### config.mk
export PLATFORM = sky130hd
export DESIGN_NAME = pim_timer
export DESIGN_NICKNAME = d
export VERILOG_FILES = /design/src/rtl/pim_timer_pkg.sv /design/src/rtl/pim_tick_gen.sv /design/src/rtl/pim_count_core.sv /design/src/rtl/pim_irq_ctrl.sv /design/src/rtl/pim_timer.sv
export SDC_FILE = /design/constraint.sdc
export NUM_CORES = 1
export LEC_CHECK = 0
export ABC_AREA = 1
export BUFFER_PORTS_ARGS = -buffer_cell sky130_fd_sc_hd__buf_4
export CAP_MARGIN = 20
export CORE_MARGIN = 2
export CORE_UTILIZATION = 58
export CTS_BUF_LIST = sky130_fd_sc_hd__clkbuf_4
export DETAILED_ROUTE_END_ITERATION = 12
export PLACE_DENSITY = 0.76
export SLEW_MARGIN = 20
export SYNTH_ARGS = -nofsm -noshare
export SYNTH_HDL_FRONTEND = slang
export SYNTH_HIERARCHICAL = 1
export SYNTH_SLANG_ARGS = --single-unit
### constraint.sdc
create_clock -name clk -period 3.1 [get_ports clk]
set_input_delay 0.62 -clock clk [delete_from_list [all_inputs] [get_ports clk]]
set_output_delay 0.62 -clock clk [all_outputs]
set_load 0.05 [all_outputs]
### src/rtl/pim_timer_pkg.sv
// Package: shared constants and control-word layouts of the timer channel.
// Assumes the control words are 7 bits wide and that status and enable use the same bit order.
package pim_timer_pkg;

    localparam int PRE_W  = 4;   // prescale exponent field width
    localparam int CFG_W  = 7;   // control word width
    localparam int NMATCH = 3;   // number of match comparators
    localparam int NEV    = 6;   // status / enable width

    // Event bit positions (status and enable share them)
    localparam int EV_INTV = 0;
    localparam int EV_M0   = 1;
    localparam int EV_OVF  = 4;
    localparam int EV_EXT  = 5;  // unused event slot, always 0

    // Register word indices
    localparam int REG_CLK   = 0;
    localparam int REG_CNT   = 1;
    localparam int REG_COUNT = 2;
    localparam int REG_INTV  = 3;
    localparam int REG_M0    = 4;
    localparam int REG_M1    = 5;
    localparam int REG_M2    = 6;
    localparam int REG_STAT  = 7;
    localparam int REG_IEN   = 8;

    typedef struct packed {
        logic             ext_fall;  // bit 6
        logic             src_ext;   // bit 5
        logic [PRE_W-1:0] pre_n;     // bits 4:1
        logic             pre_en;    // bit 0
    } clk_cfg_t;

    typedef struct packed {
        logic wave_pol;   // bit 6
        logic wave_dis;   // bit 5
        logic restart;    // bit 4
        logic match_en;   // bit 3
        logic down;       // bit 2
        logic intv_mode;  // bit 1
        logic halt;       // bit 0
    } cnt_cfg_t;

    localparam cnt_cfg_t CNT_CFG_RST = '{wave_pol: 1'b0, wave_dis: 1'b1, restart: 1'b0,
                                         match_en: 1'b0, down: 1'b0, intv_mode: 1'b0,
                                         halt: 1'b1};

endpackage

### src/rtl/pim_tick_gen.sv
// Step-pulse generator: picks the bus clock or a synchronised external edge and
// optionally divides it by 2^(N+1). Assumes ext_clk_i is asynchronous and slower
// than half the bus clock rate.
module pim_tick_gen
    import pim_timer_pkg::*;
(
    input  logic     clk,
    input  logic     rst_n,
    input  logic     ext_clk_i,
    input  clk_cfg_t cfg_i,
    input  logic     run_i,
    input  logic     restart_i,
    output logic     tick_o
);
    localparam int DIV_W = 1 << PRE_W;

    logic             ext_s1, ext_s2, ext_s3;
    logic             src_edge;
    logic [DIV_W-1:0] pre_cnt;
    logic [DIV_W-1:0] pre_mask;
    logic             pre_last;

    // Two-flop synchroniser plus one history flop for edge detection
    always_ff @(posedge clk) begin
        if (!rst_n) begin
            ext_s1 <= 1'b0;
            ext_s2 <= 1'b0;
            ext_s3 <= 1'b0;
        end else begin
            ext_s1 <= ext_clk_i;
            ext_s2 <= ext_s1;
            ext_s3 <= ext_s2;
        end
    end

    // Source edge: every cycle for the bus clock, else the selected external edge
    always_comb begin
        if (!cfg_i.src_ext)
            src_edge = 1'b1;
        else if (cfg_i.ext_fall)
            src_edge = ext_s3 & ~ext_s2;
        else
            src_edge = ext_s2 & ~ext_s3;
    end

    // Terminal mask: bits 0..N set, so the divider spans 2^(N+1) edges
    for (genvar i = 0; i < DIV_W; i++) begin : g_mask
        assign pre_mask[i] = (PRE_W'(i) <= cfg_i.pre_n);
    end

    assign pre_last = (pre_cnt >= pre_mask);
    assign tick_o   = run_i & ~restart_i & src_edge & (~cfg_i.pre_en | pre_last);

    // Prescale counter: cleared by restart or when bypassed, advances on source edges
    always_ff @(posedge clk) begin
        if (!rst_n) begin
            pre_cnt <= '0;
        end else if (restart_i || !cfg_i.pre_en) begin
            pre_cnt <= '0;
        end else if (run_i && src_edge) begin
            pre_cnt <= pre_last ? '0 : pre_cnt + 1'b1;
        end
    end

    AST_PRESCALE_GAP: assert property (@(posedge clk) disable iff (!rst_n)
        (tick_o && cfg_i.pre_en) |=> (!tick_o || !cfg_i.pre_en));

endmodule

### src/rtl/pim_count_core.sv
// Count core: 16-bit up/down counter with interval or overflow wrap, three match
// comparators, registered event pulses and the waveform level. Assumes tick_i is
// already gated by the run enable and suppressed during restart.
module pim_count_core
    import pim_timer_pkg::*;
#(
    parameter int CW = 16
) (
    input  logic                       clk,
    input  logic                       rst_n,
    input  logic                       tick_i,
    input  logic                       restart_i,
    input  logic                       down_i,
    input  logic                       intv_mode_i,
    input  logic                       match_en_i,
    input  logic                       wave_dis_i,
    input  logic                       wave_pol_i,
    input  logic [CW-1:0]              intv_i,
    input  logic [NMATCH-1:0][CW-1:0]  match_i,
    output logic [CW-1:0]              cnt_o,
    output logic [NEV-1:0]             ev_o,
    output logic                       wave_o
);
    logic [CW-1:0]     cnt_q, cnt_nx, load_val;
    logic              wrap;
    logic [NMATCH-1:0] hit;
    logic [NEV-1:0]    ev_nx, ev_q;
    logic              wave_act;

    // Next count and wrap detection for the four direction/mode combinations
    always_comb begin
        if (!down_i) begin
            wrap   = intv_mode_i ? (cnt_q == intv_i) : (&cnt_q);
            cnt_nx = (intv_mode_i && wrap) ? '0 : cnt_q + 1'b1;
        end else begin
            wrap   = (cnt_q == '0);
            cnt_nx = (intv_mode_i && wrap) ? intv_i : cnt_q - 1'b1;
        end
    end

    // Restart load value: bottom when counting up, top when counting down
    assign load_val = !down_i ? '0 : (intv_mode_i ? intv_i : '1);

    // Match comparators against the value the count is about to take
    for (genvar k = 0; k < NMATCH; k++) begin : g_match
        assign hit[k] = match_en_i && (cnt_nx == match_i[k]);
    end

    // Event vector for one step
    always_comb begin
        ev_nx                    = '0;
        ev_nx[EV_INTV]           = wrap & intv_mode_i;
        ev_nx[EV_OVF]            = wrap & ~intv_mode_i;
        ev_nx[EV_M0 +: NMATCH]   = hit;
        ev_nx[EV_EXT]            = 1'b0;
    end

    // Counter and event pulse registers
    always_ff @(posedge clk) begin
        if (!rst_n) begin
            cnt_q <= '0;
            ev_q  <= '0;
        end else if (restart_i) begin
            cnt_q <= load_val;
            ev_q  <= '0;
        end else if (tick_i) begin
            cnt_q <= cnt_nx;
            ev_q  <= ev_nx;
        end else begin
            ev_q  <= '0;
        end
    end

    // Waveform state: set by match-0, cleared by any wrap (wrap has priority)
    always_ff @(posedge clk) begin
        if (!rst_n || restart_i)
            wave_act <= 1'b0;
        else if (ev_q[EV_INTV] || ev_q[EV_OVF])
            wave_act <= 1'b0;
        else if (ev_q[EV_M0])
            wave_act <= 1'b1;
    end

    assign cnt_o  = cnt_q;
    assign ev_o   = ev_q;
    assign wave_o = wave_dis_i ? 1'b0 : (wave_act ^ ~wave_pol_i);

    AST_RESTART_LOAD: assert property (@(posedge clk) disable iff (!rst_n)
        (restart_i && !down_i) |=> (cnt_o == '0));
    AST_HOLD_IDLE: assert property (@(posedge clk) disable iff (!rst_n)
        (!tick_i && !restart_i) |=> $stable(cnt_o));
    AST_INTV_WRAP: assert property (@(posedge clk) disable iff (!rst_n)
        (tick_i && !restart_i && intv_mode_i && !down_i && cnt_o == intv_i)
        |=> (cnt_o == '0 && ev_o[EV_INTV]));
    AST_OVF_WRAP: assert property (@(posedge clk) disable iff (!rst_n)
        (tick_i && !restart_i && !intv_mode_i && !down_i && (&cnt_o))
        |=> (cnt_o == '0 && ev_o[EV_OVF]));

endmodule

### src/rtl/pim_irq_ctrl.sv
// Status and interrupt: latches event pulses into sticky flags, clears them on a
// status read (new events win), and ORs the enabled flags into one request.
module pim_irq_ctrl
    import pim_timer_pkg::*;
(
    input  logic           clk,
    input  logic           rst_n,
    input  logic [NEV-1:0] ev_i,
    input  logic           rd_clr_i,
    input  logic [NEV-1:0] ien_i,
    output logic [NEV-1:0] status_o,
    output logic           irq_o
);
    logic [NEV-1:0] status_q;

    // Sticky flag register with read-to-clear
    always_ff @(posedge clk) begin
        if (!rst_n)
            status_q <= '0;
        else
            status_q <= (rd_clr_i ? '0 : status_q) | ev_i;
    end

    assign status_o = status_q;
    assign irq_o    = |(status_q & ien_i);

    AST_FLAGS_STICKY: assert property (@(posedge clk) disable iff (!rst_n)
        !rd_clr_i |=> ((status_o & $past(status_o)) == $past(status_o)));
    AST_READ_CLEARS: assert property (@(posedge clk) disable iff (!rst_n)
        (rd_clr_i && ev_i == '0) |=> (status_o == '0));

endmodule

### src/rtl/pim_timer.sv
// Timer channel top: register file and read mux around the step generator, count
// core and status logic. Assumes single-cycle register strobes and DW >= CW.
module pim_timer
    import pim_timer_pkg::*;
#(
    parameter int CW = 16,
    parameter int DW = 32,
    parameter int AW = 4
) (
    input  logic          clk,
    input  logic          rst_n,
    input  logic          ext_clk_i,
    input  logic          bus_wr_i,
    input  logic          bus_rd_i,
    input  logic [AW-1:0] bus_addr_i,
    input  logic [DW-1:0] bus_wdata_i,
    output logic [DW-1:0] bus_rdata_o,
    output logic          wave_o,
    output logic          irq_o
);
    clk_cfg_t                  clk_cfg_q;
    cnt_cfg_t                  cnt_cfg_q;
    logic [CW-1:0]             intv_q;
    logic [NMATCH-1:0][CW-1:0] match_q;
    logic [NEV-1:0]            ien_q;
    logic [NEV-1:0]            status;
    logic [NEV-1:0]            ev;
    logic [CW-1:0]             cnt;
    logic                      tick;
    logic                      rd_clr;
    logic                      wdata_unused;

    assign wdata_unused = &{1'b0, bus_wdata_i[DW-1:CW]};
    assign rd_clr       = bus_rd_i && (bus_addr_i == AW'(REG_STAT));

    // Register writes; the restart bit drops one cycle after it is set
    always_ff @(posedge clk) begin
        if (!rst_n) begin
            clk_cfg_q <= '0;
            cnt_cfg_q <= CNT_CFG_RST;
            intv_q    <= '0;
            match_q   <= '0;
            ien_q     <= '0;
        end else begin
            if (cnt_cfg_q.restart)
                cnt_cfg_q.restart <= 1'b0;
            if (bus_wr_i) begin
                case (bus_addr_i)
                    AW'(REG_CLK):  clk_cfg_q  <= clk_cfg_t'(bus_wdata_i[CFG_W-1:0]);
                    AW'(REG_CNT):  cnt_cfg_q  <= cnt_cfg_t'(bus_wdata_i[CFG_W-1:0]);
                    AW'(REG_INTV): intv_q     <= bus_wdata_i[CW-1:0];
                    AW'(REG_M0):   match_q[0] <= bus_wdata_i[CW-1:0];
                    AW'(REG_M1):   match_q[1] <= bus_wdata_i[CW-1:0];
                    AW'(REG_M2):   match_q[2] <= bus_wdata_i[CW-1:0];
                    AW'(REG_IEN):  ien_q      <= bus_wdata_i[NEV-1:0];
                    default: ;
                endcase
            end
        end
    end

    // Read mux, zero-extended
    always_comb begin
        bus_rdata_o = '0;
        case (bus_addr_i)
            AW'(REG_CLK):   bus_rdata_o[CFG_W-1:0] = clk_cfg_q;
            AW'(REG_CNT):   bus_rdata_o[CFG_W-1:0] = cnt_cfg_q;
            AW'(REG_COUNT): bus_rdata_o[CW-1:0]    = cnt;
            AW'(REG_INTV):  bus_rdata_o[CW-1:0]    = intv_q;
            AW'(REG_M0):    bus_rdata_o[CW-1:0]    = match_q[0];
            AW'(REG_M1):    bus_rdata_o[CW-1:0]    = match_q[1];
            AW'(REG_M2):    bus_rdata_o[CW-1:0]    = match_q[2];
            AW'(REG_STAT):  bus_rdata_o[NEV-1:0]   = status;
            AW'(REG_IEN):   bus_rdata_o[NEV-1:0]   = ien_q;
            default: ;
        endcase
    end

    pim_tick_gen u_tick (
        .clk       (clk),
        .rst_n     (rst_n),
        .ext_clk_i (ext_clk_i),
        .cfg_i     (clk_cfg_q),
        .run_i     (!cnt_cfg_q.halt),
        .restart_i (cnt_cfg_q.restart),
        .tick_o    (tick)
    );

    pim_count_core #(.CW(CW)) u_core (
        .clk         (clk),
        .rst_n       (rst_n),
        .tick_i      (tick),
        .restart_i   (cnt_cfg_q.restart),
        .down_i      (cnt_cfg_q.down),
        .intv_mode_i (cnt_cfg_q.intv_mode),
        .match_en_i  (cnt_cfg_q.match_en),
        .wave_dis_i  (cnt_cfg_q.wave_dis),
        .wave_pol_i  (cnt_cfg_q.wave_pol),
        .intv_i      (intv_q),
        .match_i     (match_q),
        .cnt_o       (cnt),
        .ev_o        (ev),
        .wave_o      (wave_o)
    );

    pim_irq_ctrl u_irq (
        .clk      (clk),
        .rst_n    (rst_n),
        .ev_i     (ev),
        .rd_clr_i (rd_clr),
        .ien_i    (ien_q),
        .status_o (status),
        .irq_o    (irq_o)
    );

    AST_RESTART_SELFCLR: assert property (@(posedge clk) disable iff (!rst_n)
        (cnt_cfg_q.restart && !(bus_wr_i && bus_addr_i == AW'(REG_CNT)))
        |=> !cnt_cfg_q.restart);

endmodule

==> out/qor.yml, run 1 <==
cells_and_area:
  final_nets: 1629
  area_growth_pct: 7.76
  drive_gt1_share_pct: 13.5
sta:
  setup-violations-final: 0
  hold_ws_ns: 0.231
  rsz0062_at_grt: "false"
  fmax_mhz: 356
  hold_violations: 0
  finalMaxSlewViolations: 0
  worst_slew_pin_slew_ns: 0.653
  finClkSkew_ns: 0.0316
  relSlewSlack_pct: 56.3
  tns_ns: 0
  fin_crit_sh_pct: 90.5
  fin_crit_ns: 2.81
floorplan:
  ios: 75
  die_y_um: 132
  dieWidth_um: 132
  die_area_um2: 17300
  start_util_pct: 59.4
  row_count: 46
  core_area_um2: 15900
setup_path:
  cp.arrival_ns: 3.27
  cp_max_fo: 10
  end_kind: "flop"
  crit_type: "flop to flop"
  startpoint_type: "flop"
  cp_data_required_time_ns: 3.57
drt:
  drtPass1Iterations: 10
  initialDrtViolationCount: 1431
  via_per_inst: 5.73
  finalWirelength_um: 30200
  via_count: 10300
  routedWlPerCell_um: 16.8
  ant_nets: 0
  drc: 2
global_route:
  grt_max_degree: 41
  grt_usage_pct: 33.7
  overflow: 0
  grt_pass1_vias: 8788
  grt_pass1_wl_um: 46700
  antenna_found_initial: 1
placement:
  portBuffers: 42
  dp_hpwl_um: 22200
  place_congestion: 0.994
clock_network:
  root_buffer: "clkbuf_4"
  cts_tree: "built"
  postCtsSetupBuffers: 0
  cts.clk_slew.worst_paths_ns: 0.13
  htreeDepth: 4
  cts_inserted_buffers: 17
  clock_tree.buffer_depth: 2
  cts.sinks: 131
  insertion_delay_ns: 0.57
power_and_ir_drop:
  max-vdd-ir-drop_v: 0.000440
  p_per_area_nw_per_um2: 346
  leakage_nw: 4.47
synthesis:
  synth_area_leaders: "dfxtp_1 (28%), nand2_1 (19%), nand3_1 (11%), a21oi_1 (5.8%), nor2_1 (5.3%)"
  ys_types: 50
  synth_most_common_cell: "nand2_1"
  synth_commonest_cells: "nand2_1 (478), nand3_1 (215), nor2_1 (132), dfxtp_1 (131), inv_1 (129)"
  yosysWarnings: 6
  ys_seq_area_share_pct: 27.8
  ys_ff_latch: 131
  synth_ff_type: "dfxtp_1"
  synth_top_cell_area_share_pct: 27.8
  async_flop_share_pct: 0
  synth_enable_flop_cells: 0
  yosys.area.top_type: "dfxtp_1"
  syn_inst: 1541
  netlist_area_um2: 9440
  syn_avg_cell_area_um2: 6.12
status:
  status: "finished with violations"
  violations: "design-rule violations"
min_path:
  min_path_type: "input port to flop"
run:
  cap_violations: 0
[sequential cells by signal, summed over array words and instances (netlist names)]
signal           count
match_q             48
intv_q              16
u_core/cnt_o        16
u_tick/pre_cnt      16
clk_cfg_q            7
cnt_cfg_q            7
ien_q                6
u_irq/status_o       6
u_core/ev_o          5
u_core/wave_act      1
u_tick/ext_s1        1
u_tick/ext_s2        1
u_tick/ext_s3        1
[per-layer routing]
metal | part of all wire [%] | track usage (%) | vias to the layer above
met5 | 0 | 0 | -
met1 | 44 | 49.1 | 4644
met2 | 43 | 50.8 | 579
li1 | - | - | 5019
met3 | 11 | 6.06 | 71
met4 | 2.5 | 9.60 | 0
[metrics by stage]
step | instances | total power, W | cell area [um2] | util (%) | setup slack [ns]
finish | 1799 | 0.00352 | 10200 | 64.0 | 0.294
global route | 1799 | 0.00365 | 10200 | 64.0 | 0.0498
CTS | 1796 | 0.00351 | 10100 | 63.8 | 0.354
detailed placement | 1764 | 0.00235 | 9860 | 62.1 | 0.393
global placement | 1764 | 0.00234 | 9860 | 62.1 | 0.475
floorplan | 1556 | 0.00220 | 9490 | - | 0.487
[logic make-up after synthesis]
kind of cell | after synthesis | synth area share (%)
buffers and inverters | 235 | 11.0
AOI/OAI and AO/OA | 181 | 10.4
xor gates and xnor gates | 22 | 2.04
other | 2 | 0.0796
DFF | 131 | 27.8
adders and majority gates | 19 | 2.52
and+or+nand+nor | 951 | 46.2
[power breakdown]
group	switching [W]	internal, W	total [W]
combinational	0.000419	0.000171	0.000590
clock	0.000756	0.000430	0.00119
sequential	0.0000374	0.00171	0.00174
total	0.00121	0.00231	0.00352
[layout by cell type (no fill, tap or decap), types with 19 or more instances in the layout]
master	synthesis	final
ha_1	19	19
o21ai_0	36	36
dfxtp_1	131	131
nand2_1	478	478
nand3_1	215	215
inv_2	21	21
buf_4	26	71
nand2_2	23	23
nor2_1	132	131
inv_1	129	128
a21oi_1	110	110
[critical path, stage by stage (launching register included)]
cell and delay [ns]:
dfxtp_1 0.43, or3_1 0.40, nor2_1 0.14, ha_1 0.25
nand2_1 0.07, nand2_1 0.04, nand2_1 0.05, nand2_1 0.05
nand2_1 0.05, nand2_1 0.05, nand2_1 0.09, nand3_1 0.07
nand3b_1 0.09, inv_1 0.13, nor2_4 0.24, clkinvlp_4 0.28
a31oi_1 0.28
[path summary, 6_finish.rpt]
kind	startpoint	end	depth (start not counted)	slack [ns]
max	clk_cfg_q[2]$_SDFFE_PN0P_	u_core/cnt_o[4]$_SDFFE_PN0P_	16	0.29
min	ext_clk_i	u_tick/ext_s1$_SDFF_PN0_	3	0.23
max reg2reg	clk_cfg_q[2]$_SDFFE_PN0P_	u_core/cnt_o[4]$_SDFFE_PN0P_	16	0.29
min reg2reg	u_tick/ext_s1$_SDFF_PN0_	u_tick/ext_s2$_SDFF_PN0_	2	0.43
[cell type report]
class	count	area (um2)
multi-input cells	1190	5840
fillers	1599	5720
flip-flops and latches	131	2620
inverters	155	593
repair buffers	72	553
well taps	216	270
clock inverters	14	140
clock buffers	18	135
repair inverters	2	15.0
diodes	1	2.50
[what timing repair did]
action,4_1_cts,5_1_grt
resized for setup,0,5
endpoints found under the setup margin,0,3
hold buffers,0,0
(Power assumes the default switching activity.)
==> run 2, diff against run 1 <==
==> constraint.sdc (replaced) <==
create_clock -name clk -period 3.1 [get_ports clk]
set_input_delay 0.62 -clock clk [delete_from_list [all_inputs] [get_ports clk]]
set_output_delay 0.62 -clock clk [all_outputs]
set_load 0.005 [all_outputs]
==> run 2 against run 1 <==
The run now ends clean. Count of clock-buffer cells in the layout unchanged. Sequential power about the same. Sequential share of layout area down 0.11 points. Wire length down 0.17%. Maximum frequency down 3.0%. Clock skew down 0.0027 ns. Hold slack worse by 0.028 ns. Cell area up 0.54%. Total power up 6.1%. Critical endpoint is now u_core/cnt_o[14]$_SDFFE_PN0P_. Largest cell class unchanged. Highest routed layer unchanged.
==> out/qor.yml, run 2 (synthesized netlist as in run 1, its figures left out) <==
sta:
  setup-violations-final: 0
  relSlewSlack_pct: 56.0
  hold_violations: 0
  fin_crit_sh_pct: 93.3
  worst_slew_pin_slew_ns: 0.658
  tns_ns: 0
  fin_crit_ns: 2.89
  hold_ws_ns: 0.203
  worst_slack_ns: 0.207
  finClkSkew_ns: 0.0290
  fmax_mhz: 346
  finalMaxSlewViolations: 0
floorplan:
  die_y_um: 132
  ios: 75
  core_area_um2: 15900
  die_area_um2: 17300
  dieWidth_um: 132
  row_count: 46
  start_util_pct: 59.4
cells_and_area:
  multi_input_area_um2: 5830
  area_growth_pct: 8.34
  layout_common_cells: "nand2_1 (478), nand3_1 (215), nor2_1 (131), dfxtp_1 (129), inv_1 (128)"
  fillCellCount: 1603
  post-route-cell-area_um2: 10200
  final_nets: 1626
  final_common_cell: "nand2_1"
  regArea_um2: 2630
  largest_register_ffs: 48
  top_register: "match_q"
  drive_gt1_share_pct: 13.5
drt:
  via_per_inst: 5.75
  ant_nets: 0
  drtPass1Iterations: 7
  initialDrtViolationCount: 1394
  drc: 0
  finalWirelength_um: 30100
  routedWlPerCell_um: 16.8
  via_count: 10300
clock_network:
  cts_tree: "built"
  root_buffer: "clkbuf_4"
  cts_inserted_buffers: 17
  clock_tree.buffer_depth: 2
  postCtsSetupBuffers: 0
  htreeDepth: 4
  insertion_delay_ns: 0.59
  cts.clk_slew.worst_paths_ns: 0.14
  cts.sinks: 131
placement:
  portBuffers: 42
  place_area_um2: 9850
  dp_hpwl_um: 22100
  dp_slack_ns: 0.368
  place_congestion: 0.996
setup_path:
  end_kind: "flop"
  crit_type: "flop to flop"
  crit_path_max_incr_delay_ns: 0.50
  cp_max_fo: 11
  cp_data_required_time_ns: 3.55
  cp.arrival_ns: 3.35
  startpoint_type: "flop"
  startpoint: "clk_cfg_q[3]$_SDFFE_PN0P_"
  r2r_start: "clk_cfg_q[3]$_SDFFE_PN0P_"
  path_cells: "nor2_1 > inv_1 > o21ai_0 > ha_1 > a21o_1 > nor2_1 > nand2_1 > nand2_1 > nand3_1 > nand3b_1 > inv_1 > nor2_2 > clkinvlp_4 > o21ai_0 > a31oi_1"
  cp_slowest_cell: "dfxtp_1"
global_route:
  grt_max_degree: 82
  grt_pass1_wl_um: 47000
  overflow: 0
  grt_pass1_vias: 8916
  antenna_found_initial: 2
  grt_usage_pct: 33.9
power_and_ir_drop:
  leakage_nw: 4.49
  p_per_area_nw_per_um2: 365
  max-vdd-ir-drop_v: 0.000451
run:
  cap_violations: 0
min_path:
  min_path_type: "input port to flop"
  hp-start: "ext_clk_i"
status:
  status: "finished, final reports clean"
run 2: power breakdown:
part           internal, W  switching, W  leakage (nW)
registers          0.00171     0.0000376          1.06
logic             0.000170      0.000371          3.25
clock network     0.000678      0.000771         0.188
total              0.00256       0.00118          4.49
run 2: cell type report:
| class | instances | share of cell area (%) |
|---|---|---|
| tap | 216 | 2.64 |
| clock inverter | 14 | 2.13 |
| sequential | 131 | 25.7 |
| timing repair inverter | 1 | 0.0734 |
| multi-input combinational | 1190 | 57.0 |
| inverter | 155 | 5.80 |
| clock buffer | 18 | 1.32 |
| timing repair buffer | 70 | 5.26 |
| antenna | 2 | 0.0490 |
run 2: routing by layer:
metal	part of all wire (%)	up-vias	wire (um)	global-route usage, %
met5	0	-	0	0
met4	2.4	0	726	10.7
met3	12	70	3580	7.37
met2	42	630	12800	49.4
met1	43	4632	13000	49.7
li1	-	5002	-	-
run 2: final timing paths:
kind	slack, ns	cells past startpoint	end
max	0.21	15	u_core/cnt_o[14]$_SDFFE_PN0P_
min	0.20	3	u_tick/ext_s1$_SDFF_PN0_
max reg2reg	0.21	15	u_core/cnt_o[14]$_SDFFE_PN0P_
min reg2reg	0.44	2	u_tick/ext_s2$_SDFF_PN0_
run 2: what timing repair did:
item | CTS | global route
resized for setup | 0 | 5
hold buffers | 0 | 0
hold endpoints to repair | 0 | 0
setup endpoints to repair | 0 | 12
run 2: worst max-delay path, delay by kind of cell, from the launching register on:
kind,cells,cell delay [ns]
buf+inv,3,0.54
flops,1,0.50
fa+ha+maj,1,0.31
compound gates,4,0.56
simple gates,7,0.86
run 2: through the flow:
step	power [W]	utilization [%]	std cells
after floorplan	0.00215	-	1556
after CTS	0.00373	64.2	1794
after detailed placement	0.00230	62.0	1762
after global placement	0.00229	62.0	1762
after global routing	0.00387	64.4	1797
final	0.00374	64.4	1797
